==> config.mk <==
export PLATFORM = sky130hd
export DESIGN_NAME = crypto_mode_lock
export DESIGN_NICKNAME = d
export VERILOG_FILES = /design/src/rtl/cml_pkg.sv /design/src/rtl/cml_route.sv /design/src/rtl/cml_entry.sv /design/src/rtl/cml_report.sv /design/src/rtl/crypto_mode_lock.sv
export SDC_FILE = /design/constraint.sdc
export NUM_CORES = 1
export LEC_CHECK = 0
export BUFFER_PORTS_ARGS = -buffer_cell sky130_fd_sc_hd__buf_2
export CORE_MARGIN = 8
export CORE_UTILIZATION = 40
export CTS_CLUSTER_DIAMETER = 30
export CTS_CLUSTER_SIZE = 25
export DETAILED_ROUTE_END_ITERATION = 10
export PLACE_DENSITY = 0.59
export SKIP_CTS_REPAIR_TIMING = 1
export SYNTH_ARGS = -nofsm -noshare
export SYNTH_HDL_FRONTEND = slang
export SYNTH_HIERARCHICAL = 1
export SYNTH_SLANG_ARGS = --single-unit
==> constraint.sdc <==
create_clock -name clk -period 5.1 [get_ports clk]
set_input_delay 0.255 -clock clk [delete_from_list [all_inputs] [get_ports clk]]
set_output_delay 0.255 -clock clk [all_outputs]
set_load 0.005 [all_outputs]
==> src/rtl/cml_pkg.sv <==
package cml_pkg;
  localparam int MODE_W = 3;

  typedef enum logic [MODE_W-1:0] {
    MODE_BYPASS = 3'd0,
    MODE_BULK   = 3'd1,
    MODE_ECB    = 3'd2,
    MODE_LINK   = 3'd3,
    MODE_NET    = 3'd4
  } crypto_mode_e;

  function automatic logic mode_legal(input logic [MODE_W-1:0] m);
    return m <= MODE_NET;
  endfunction
endpackage

==> src/rtl/cml_route.sv <==
module cml_route
  import cml_pkg::*;
#(
  parameter int NUM_CH    = 40,
  parameter int NUM_PORTS = 4,
  parameter int CH_W      = 6
) (
  input  logic                        chan_cfg,
  input  logic [NUM_PORTS*MODE_W-1:0] mode_in,
  input  logic [CH_W-1:0]             chan_id,
  input  logic [NUM_PORTS-1:0]        strm_flush,
  input  logic [NUM_CH-1:0]           reg_flush,
  output logic [NUM_CH-1:0]           samp_en,
  output logic [NUM_CH*MODE_W-1:0]    samp_mode,
  output logic [NUM_CH-1:0]           flush
);
  for (genvar c = 0; c < NUM_CH; c++) begin : g_ent
    localparam logic [CH_W-1:0] IDX = CH_W'(c);
    logic hit;
    logic fix_en;
    logic fix_fl;
    logic [MODE_W-1:0] fix_mode;

    assign hit = (chan_id == IDX);

    if (c < NUM_PORTS) begin : g_port
      assign fix_en   = 1'b1;
      assign fix_mode = mode_in[c*MODE_W +: MODE_W];
      assign fix_fl   = reg_flush[c] | strm_flush[c];
    end else begin : g_noport
      assign fix_en   = 1'b0;
      assign fix_mode = '0;
      assign fix_fl   = reg_flush[c];
    end

    assign samp_en[c]                     = chan_cfg ? hit : fix_en;
    assign samp_mode[c*MODE_W +: MODE_W]  = chan_cfg ? mode_in[MODE_W-1:0] : fix_mode;
    assign flush[c] = chan_cfg ? (reg_flush[c] | (strm_flush[0] & hit)) : fix_fl;
  end
endmodule

==> src/rtl/cml_entry.sv <==
module cml_entry
  import cml_pkg::*;
(
  input  logic              clk,
  input  logic              rst_n,
  input  logic              samp_en,
  input  logic [MODE_W-1:0] samp_mode,
  input  logic              flush,
  output logic              valid,
  output logic [MODE_W-1:0] mode,
  output logic              viol,
  output logic              illegal
);
  logic legal;
  logic take;

  assign legal   = mode_legal(samp_mode);
  assign take    = samp_en & legal & (flush | ~valid);
  assign illegal = samp_en & ~legal;
  assign viol    = samp_en & legal & valid & ~flush & (samp_mode != mode);

  always_ff @(posedge clk) begin
    if (!rst_n) begin
      valid <= 1'b0;
      mode  <= MODE_BYPASS;
    end else if (take) begin
      valid <= 1'b1;
      mode  <= samp_mode;
    end else if (flush) begin
      valid <= 1'b0;
    end
  end
endmodule

==> src/rtl/cml_report.sv <==
module cml_report #(
  parameter int NUM_CH = 40,
  parameter int CH_W   = 6
) (
  input  logic              clk,
  input  logic              rst_n,
  input  logic [NUM_CH-1:0] viol,
  input  logic [NUM_CH-1:0] illegal,
  output logic              viol_pulse,
  output logic [CH_W-1:0]   viol_ch,
  output logic              illegal_pulse
);
  logic [CH_W-1:0] low_idx;

  always_comb begin
    low_idx = '0;
    for (int i = NUM_CH - 1; i >= 0; i--) begin
      if (viol[i]) low_idx = CH_W'(i);
    end
  end

  always_ff @(posedge clk) begin
    if (!rst_n) begin
      viol_pulse    <= 1'b0;
      viol_ch       <= '0;
      illegal_pulse <= 1'b0;
    end else begin
      viol_pulse    <= |viol;
      viol_ch       <= (|viol) ? low_idx : '0;
      illegal_pulse <= |illegal;
    end
  end
endmodule

==> src/rtl/crypto_mode_lock.sv <==
module crypto_mode_lock
  import cml_pkg::*;
#(
  parameter int NUM_CH    = 40,
  parameter int NUM_PORTS = 4,
  parameter int CH_W      = (NUM_CH > 1) ? $clog2(NUM_CH) : 1
) (
  input  logic                        clk,
  input  logic                        rst_n,
  input  logic                        chan_cfg,
  input  logic [NUM_PORTS*MODE_W-1:0] mode_in,
  input  logic [CH_W-1:0]             chan_id,
  input  logic [NUM_PORTS-1:0]        strm_flush,
  input  logic [NUM_CH-1:0]           reg_flush,
  output logic [NUM_CH-1:0]           lock_valid,
  output logic [NUM_CH*MODE_W-1:0]    lock_mode,
  output logic                        viol_pulse,
  output logic [CH_W-1:0]             viol_ch,
  output logic                        illegal_pulse
);
  logic [NUM_CH-1:0]        samp_en;
  logic [NUM_CH*MODE_W-1:0] samp_mode;
  logic [NUM_CH-1:0]        flush;
  logic [NUM_CH-1:0]        viol;
  logic [NUM_CH-1:0]        illegal;

  cml_route #(.NUM_CH(NUM_CH), .NUM_PORTS(NUM_PORTS), .CH_W(CH_W)) u_route (
    .chan_cfg   (chan_cfg),
    .mode_in    (mode_in),
    .chan_id    (chan_id),
    .strm_flush (strm_flush),
    .reg_flush  (reg_flush),
    .samp_en    (samp_en),
    .samp_mode  (samp_mode),
    .flush      (flush)
  );

  for (genvar c = 0; c < NUM_CH; c++) begin : g_lock
    cml_entry u_entry (
      .clk       (clk),
      .rst_n     (rst_n),
      .samp_en   (samp_en[c]),
      .samp_mode (samp_mode[c*MODE_W +: MODE_W]),
      .flush     (flush[c]),
      .valid     (lock_valid[c]),
      .mode      (lock_mode[c*MODE_W +: MODE_W]),
      .viol      (viol[c]),
      .illegal   (illegal[c])
    );
  end

  cml_report #(.NUM_CH(NUM_CH), .CH_W(CH_W)) u_report (
    .clk           (clk),
    .rst_n         (rst_n),
    .viol          (viol),
    .illegal       (illegal),
    .viol_pulse    (viol_pulse),
    .viol_ch       (viol_ch),
    .illegal_pulse (illegal_pulse)
  );
endmodule

==> impl_metrics.ini, run 1 <==
[global_route]
grt_pass1_vias = 9451
grt_overflow_total = 0
grt_max_degree = 106
grt_pass1_wl_mm = 54.1
antenna_found_initial = 4
grt_usage_pct = 20.4

[cts]
cts_tree = done
clk_latency_ns = 0.43
cts_buffers = 17
clockBufferDepth = 2
cts.clk_slew.worst_paths_ns = 0.07
htree_num_levels = 4
root_buffer = clkbuf_16
clock-sinks = 168

[critical_path]
worstPathArrival_ns = 3.81
path_class = in -> reg
rrSetupSlack_ns = 2.68
path_max_fanout = 70
worstRegToRegCells = 7
cp-end-kind = flop
rr_endpoint = u_report/viol_ch[1]$_SDFF_PP0_
required_ns = 5.38
start_kind = input pin
r2r-start = g_lock[37].u_entry/mode[1]$_SDFFE_PN0P_

[sta]
relSlewSlack_pct = 31.1
period_share_pct = 69.3
fin_skew_ns = 0.0111
slew_viol_final = 0
period_needed_ns = 3.53
final.setup.tns_ns = 0
rsz0062_at_grt = no
fin_hold_ws_ns = 0.129
final-setup-viol-count = 0
hold_viol_final = 0
worstMarginPinSlew_ns = 1.03
max_freq_ghz = 0.283

[pwr]
leakagePower_nw = 4.67
seq_power_share_pct = 45.2
pwr-share-clk_pct = 42.7
p_sw_share_pct = 27.7
p_per_area_nw_per_um2 = 238
switchingPower_mw = 0.817
power_mw = 2.96
p_int_mw = 2.14
vdd_drop_max_v = 0.000213
p_comb_share_pct = 12.1

[route]
routedWlPerCell_microns = 19.1
drtPass1Iterations = 5
viasPerCell = 5.23
drc = 0
vias = 9817
ant_nets = 0
drt_first_iter_violations = 754
wl_mm = 35.9

[min_path]
min_path_type = in -> reg
hold-path-endpoint = g_lock[0].u_entry/mode[2]$_SDFFE_PN0P_
hold_depth = 3
min-delay-start = mode_in[2]

[run_status]
status = finished, final reports clean

[yosys]
yosys_register_bits = 168
synth_fp_nets = 1448
ys.warnings.count = 6
ys_seq_area_share_pct = 29.5
ys_types = 53
syn_area_per_cell_sq_um = 8.25
netlist_instances = 1383
syn_area_sq_um = 11400

[floorplan]
fp-row-count = 62
die_h_microns = 185
fp.dieW_microns = 185
start_util_pct = 40.2
die_area_sq_um = 34200
design.core.area_sq_um = 28400
num_io_pins = 233

[placement]
place_hpwl_mm = 27.4
finalWeightedCongestion = 0.896
place_inst = 1845
io_buffers = 232

[final_layout]
postLayoutCoreUtil_pct = 43.7
area_growth_pct = 8.64
drive_gt1_share_pct = 22.5
stdcell_count = 1878
nets = 1545

[flow_run]
maxCapViolCount = 0
-- worst max-delay path, stage by stage --
cell      delay (ns)
buf_2           0.32
nand2_1         0.21
inv_4           0.76
buf_4           0.37
o21ai_2         0.10
nand2_1         0.14
a311oi_1        0.08
or4_1           0.57
nor4b_2         0.48
a41oi_2         0.25
o311ai_1        0.14
a31oi_1         0.08
-- through the flow --
stage | area, sq um | setup WS [ns]
global route | 12400 | 1.37
global placement | 11800 | 1.27
floorplan | 11400 | 1.99
detailed placement | 11800 | 1.21
finish | 12400 | 1.57
CTS | 12400 | 1.65
-- area by class of cell --
class	instances	area, sq um
multi-input cells	988	6470
clock inverters	12	119
flip-flops and latches	168	3360
clock buffers	19	433
diodes	2	5.00
inverters	60	233
repair buffers	245	1290
well taps	384	480
fillers	2922	16000
-- cells in the mapped netlist (all sizes together) --
cell type,instances,area share (%)
and2,1,0.055
nor4,15,0.95
a311oi,40,3.1
o21bai,15,0.99
and2b,1,0.077
or4,8,0.63
or3,2,0.12
clkbuf,9,0.31
o21ai,57,3.8
a21oi,9,0.39
nor2,94,3.1
a21boi,40,2.6
nor2b,2,0.11
nand4b,6,0.46
a41oi,1,0.14
nand2,289,9.5
and4bb,6,0.66
o311ai,1,0.077
nor4bb,1,0.088
buf,158,12
nand4bb,7,0.69
o31a,1,0.077
a21o,25,1.6
o211ai,4,0.26
o21a,1,0.066
nor3b,2,0.13
or3b,1,0.077
xnor2,120,9.2
a221o,6,0.53
and3,40,2.2
a31oi,2,0.11
o31ai,1,0.066
and4b,2,0.18
nand4,4,0.22
or2,1,0.055
or4b,4,0.35
inv,60,2.0
nand3b,2,0.13
nor4b,5,0.55
dfxtp,168,29
nand3,2,0.088
nand2b,42,2.3
mux2i,120,11
nor3,8,0.35
-- placed cells by master (no fill, tap or decap), drive strengths merged, types with 4 or more instances in the layout --
cell type | Yosys | layout
nand2 | 289 | 289
buf | 158 | 245
dfxtp | 168 | 168
xnor2 | 120 | 120
mux2i | 120 | 120
nor2 | 94 | 94
inv | 60 | 64
o21ai | 57 | 57
nand2b | 42 | 42
a311oi | 40 | 40
and3 | 40 | 40
a21boi | 40 | 40
a21o | 25 | 25
clkbuf | 9 | 19
o21bai | 15 | 15
nor4 | 15 | 15
a21oi | 9 | 9
nor3 | 8 | 8
or4 | 8 | 8
nand4bb | 7 | 7
clkinvlp | 0 | 6
a221o | 6 | 6
and4bb | 6 | 6
nand4b | 6 | 6
nor4b | 5 | 5
nand4 | 4 | 4
o211ai | 4 | 4
or4b | 4 | 4
-- power by group through the flow --
stage	clock network (mW)	logic, mW	registers [mW]
2_1_floorplan	0	0.286	1.37
3_3_place_gp	0	0.353	1.37
3_5_place_dp	0	0.355	1.37
4_1_cts	1.30	0.357	1.34
5_1_grt	1.34	0.389	1.34
6_report	1.26	0.358	1.34
-- flip-flops by register name, summed over array words and instances, names as in the netlist --
register / flops
g_lock.u_entry/mode: 120
u_report/viol_ch: 6
u_report/viol_pulse: 1
g_lock.u_entry/valid: 40
u_report/illegal_pulse: 1
-- worst max path at each step --
| stage | start | slack (ns) | endpoint | cells after the start |
|---|---|---|---|---|
| 5_1_grt | chan_cfg | 1.37 | u_report/viol_ch[1]$_SDFF_PP0_ | 12 |
| 2_1_floorplan | chan_cfg | 1.99 | u_report/viol_ch[1]$_SDFF_PP0_ | 12 |
| 3_5_place_dp | chan_cfg | 1.21 | u_report/viol_ch[1]$_SDFF_PP0_ | 11 |
| 4_1_cts | chan_cfg | 1.65 | u_report/viol_ch[1]$_SDFF_PP0_ | 12 |
| 3_3_place_gp | chan_cfg | 1.27 | u_report/viol_ch[1]$_SDFF_PP0_ | 12 |
| 6_report | chan_cfg | 1.57 | u_report/viol_ch[1]$_SDFF_PP0_ | 12 |
-- layer usage --
layer	wire length (microns)	GRT usage (%)	part of all wire (%)	up-vias
met5	27	0	0.075	-
met4	1070	7.14	3.0	4
met3	2460	5.41	6.8	50
met2	16500	33.3	46	316
met1	15800	25.5	44	4643
li1	-	-	-	4804
-- cells by family after synthesis --
family | Yosys count | synth area share (%)
DFF | 168 | 29.5
AOI/OAI and AO/OA | 203 | 13.9
buffers and inverters | 227 | 13.9
and+or+nand+nor | 545 | 23.1
muxes | 120 | 10.5
xor gates and xnor gates | 120 | 9.21
Note: power is estimated with default switching activity, not from simulation.
==> run 2, diff against run 1 <==
PLACE_DENSITY = 0.62   (was 0.59)
clock period = 3.2 ns   (was 5.1 ns; I/O delays follow)
==> run 2 against run 1 <==
Count of clock-buffer cells in the layout increased by 1. Flip-flop and latch count unchanged. Total power up 58%. Die area unchanged. Utilization grew 1.7 points. Critical path depth fell by 2. Sequential share of layout area shrank 1.0 points. Sequential power is 59% higher. Worst setup slack worse by 1.2 ns. Cell count rose by 2.8%. Global-route usage up 0.47 points.
==> impl_metrics.ini, run 2 (same netlist as run 1, synthesis figures left out) <==
[run_status]
status = finished, final reports clean

[route]
routedWlPerCell_microns = 18.8
drtPass1Iterations = 7
drt_first_iter_violations = 965
ant_nets = 0
viasPerCell = 5.18
drc = 0
wl_mm = 36.3
vias = 9993

[critical_path]
worstPathArrival_ns = 3.18
rr_endpoint = u_report/viol_ch[1]$_SDFF_PP0_
rrSetupSlack_ns = 0.82
slowest_delay_ns = 0.67
cp-end-kind = flop
required_ns = 3.57
slowest_stage = or3b_2
r2r-start = g_lock[37].u_entry/mode[1]$_SDFFE_PN0P_
path_class = in -> reg
crit_chain = buf_2 > or3b_2 > nor2_1 > nand2_1 > a311oi_1 > nor4_1 > and2_1 > a41oi_2 > o311ai_1 > a31oi_1
worstRegToRegCells = 7
path_max_fanout = 22
start_kind = input pin

[min_path]
hold_depth = 3
min-delay-start = mode_in[2]
hold-path-endpoint = g_lock[0].u_entry/mode[2]$_SDFFE_PN0P_
min_path_type = in -> reg

[cts]
clock-sinks = 168
cts_buffers = 17
cts.clk_slew.worst_paths_ns = 0.07
htree_num_levels = 4
clockBufferDepth = 2
root_buffer = clkbuf_16
clk_latency_ns = 0.44
cts_tree = done

[final_layout]
largest-register = g_lock.u_entry/mode
stdcell_count = 1931
reg_top3 = g_lock.u_entry/mode (120), g_lock.u_entry/valid (40), u_report/viol_ch (6)
diodes = 0
largest_reg_flops = 120
seq_area_sq_um = 3360
drive_gt1_share_pct = 25.3
final_cell_mix = 289 x nand2_1, 231 x buf_2, 168 x dfxtp_1
fill_cells = 2846
final_common_cell = nand2_1
post-route-cell-area_sq_um = 12900
area_growth_pct = 12.8
multi_input_area_sq_um = 6470
nets = 1600

[sta]
fin_skew_ns = 0.00919
hold_viol_final = 0
final-setup-viol-count = 0
relSlewSlack_pct = 47.5
period_needed_ns = 2.81
rsz0062_at_grt = no
slew_viol_final = 0
max_freq_ghz = 0.356
worstMarginPinSlew_ns = 0.783
period_share_pct = 87.9

[placement]
place_hpwl_mm = 28.3
finalWeightedCongestion = 0.881
placedInstanceArea_sq_um = 12300
place_inst = 1900
io_buffers = 232

[global_route]
grt_max_degree = 121
grt_pass1_vias = 9806
grt_usage_pct = 20.8
antenna_found_initial = 3
grt_pass1_wl_mm = 55.6
grt_overflow_total = 0

[flow_run]
maxCapViolCount = 0

[pwr]
power_mw = 4.68
leakagePower_nw = 4.99
vdd_drop_max_v = 0.000289
p_per_area_nw_per_um2 = 364

[floorplan]
die_area_sq_um = 34200
die_h_microns = 185
num_io_pins = 233
fp.dieW_microns = 185
fp-row-count = 62
start_util_pct = 40.2
design.core.area_sq_um = 28400
-- run 2: changes by cell type in the layout (fill, tap and decap cells not counted), sizes merged --
| cell | change |
|---|---|
| clkinvlp | -2 |
| clkbuf | +1 |
| diode | -2 |
| bufinv | -1 |
| inv | -3 |
| buf | +55 |
| clkinv | +5 |
-- run 2: layout make-up --
cell class,count,share of cell area (%)
multi-input cells,988,50.3
flip-flops and latches,168,26.1
repair buffers,300,13.9
well taps,384,3.73
clock buffers,20,3.55
inverters,60,1.81
clock inverters,11,0.593
-- run 2: layer usage --
layer | part of all wire, % | global-route usage (%) | vias to the layer above | wire (microns)
met5 | 0.11 | 0 | - | 41
met4 | 3.2 | 8.19 | 6 | 1150
met3 | 8.9 | 6.61 | 62 | 3240
met2 | 45 | 33.4 | 352 | 16400
met1 | 43 | 25.7 | 4671 | 15500
li1 | - | - | 4902 | -
-- run 2: critical path, delay by kind of cell --
kind                   cells  cell delay (ns)
and+or+nand+nor            5             1.43
AOI/OAI and AO/OA          4             1.25
buffers and inverters      1             0.32
-- run 2: where the power goes --
| part | switching (mW) | internal (mW) | total [mW] |
|---|---|---|---|
| Combinational | 0.364 | 0.250 | 0.613 |
| Clock | 0.911 | 1.03 | 1.94 |
| Sequential | 0.0191 | 2.11 | 2.13 |
| Total | 1.29 | 3.39 | 4.68 |
-- run 2: through the flow --
step                hold slack, ns  util (%)  setup WS, ns  setup TNS, ns
floorplan                    0.307         -         0.180              0
global placement             0.467      43.5        0.0420              0
detailed placement           0.469      43.5      -0.00326       -0.00326
CTS                        0.00614      45.3         0.434              0
global route                0.0377      45.3         0.179              0
finish                      0.0214      45.3         0.387              0
-- run 2: worst max path at each step --
stage	startpoint	to	slack (ns)	depth (start not counted)
2_1_floorplan	chan_cfg	u_report/viol_ch[1]$_SDFF_PP0_	0.18	12
3_3_place_gp	chan_cfg	u_report/viol_ch[1]$_SDFF_PP0_	0.04	10
3_5_place_dp	chan_cfg	u_report/viol_ch[1]$_SDFF_PP0_	-0.003	10
4_1_cts	chan_cfg	u_report/viol_ch[1]$_SDFF_PP0_	0.43	10
5_1_grt	chan_cfg	u_report/viol_ch[1]$_SDFF_PP0_	0.18	10
6_report	chan_cfg	u_report/viol_ch[1]$_SDFF_PP0_	0.39	10
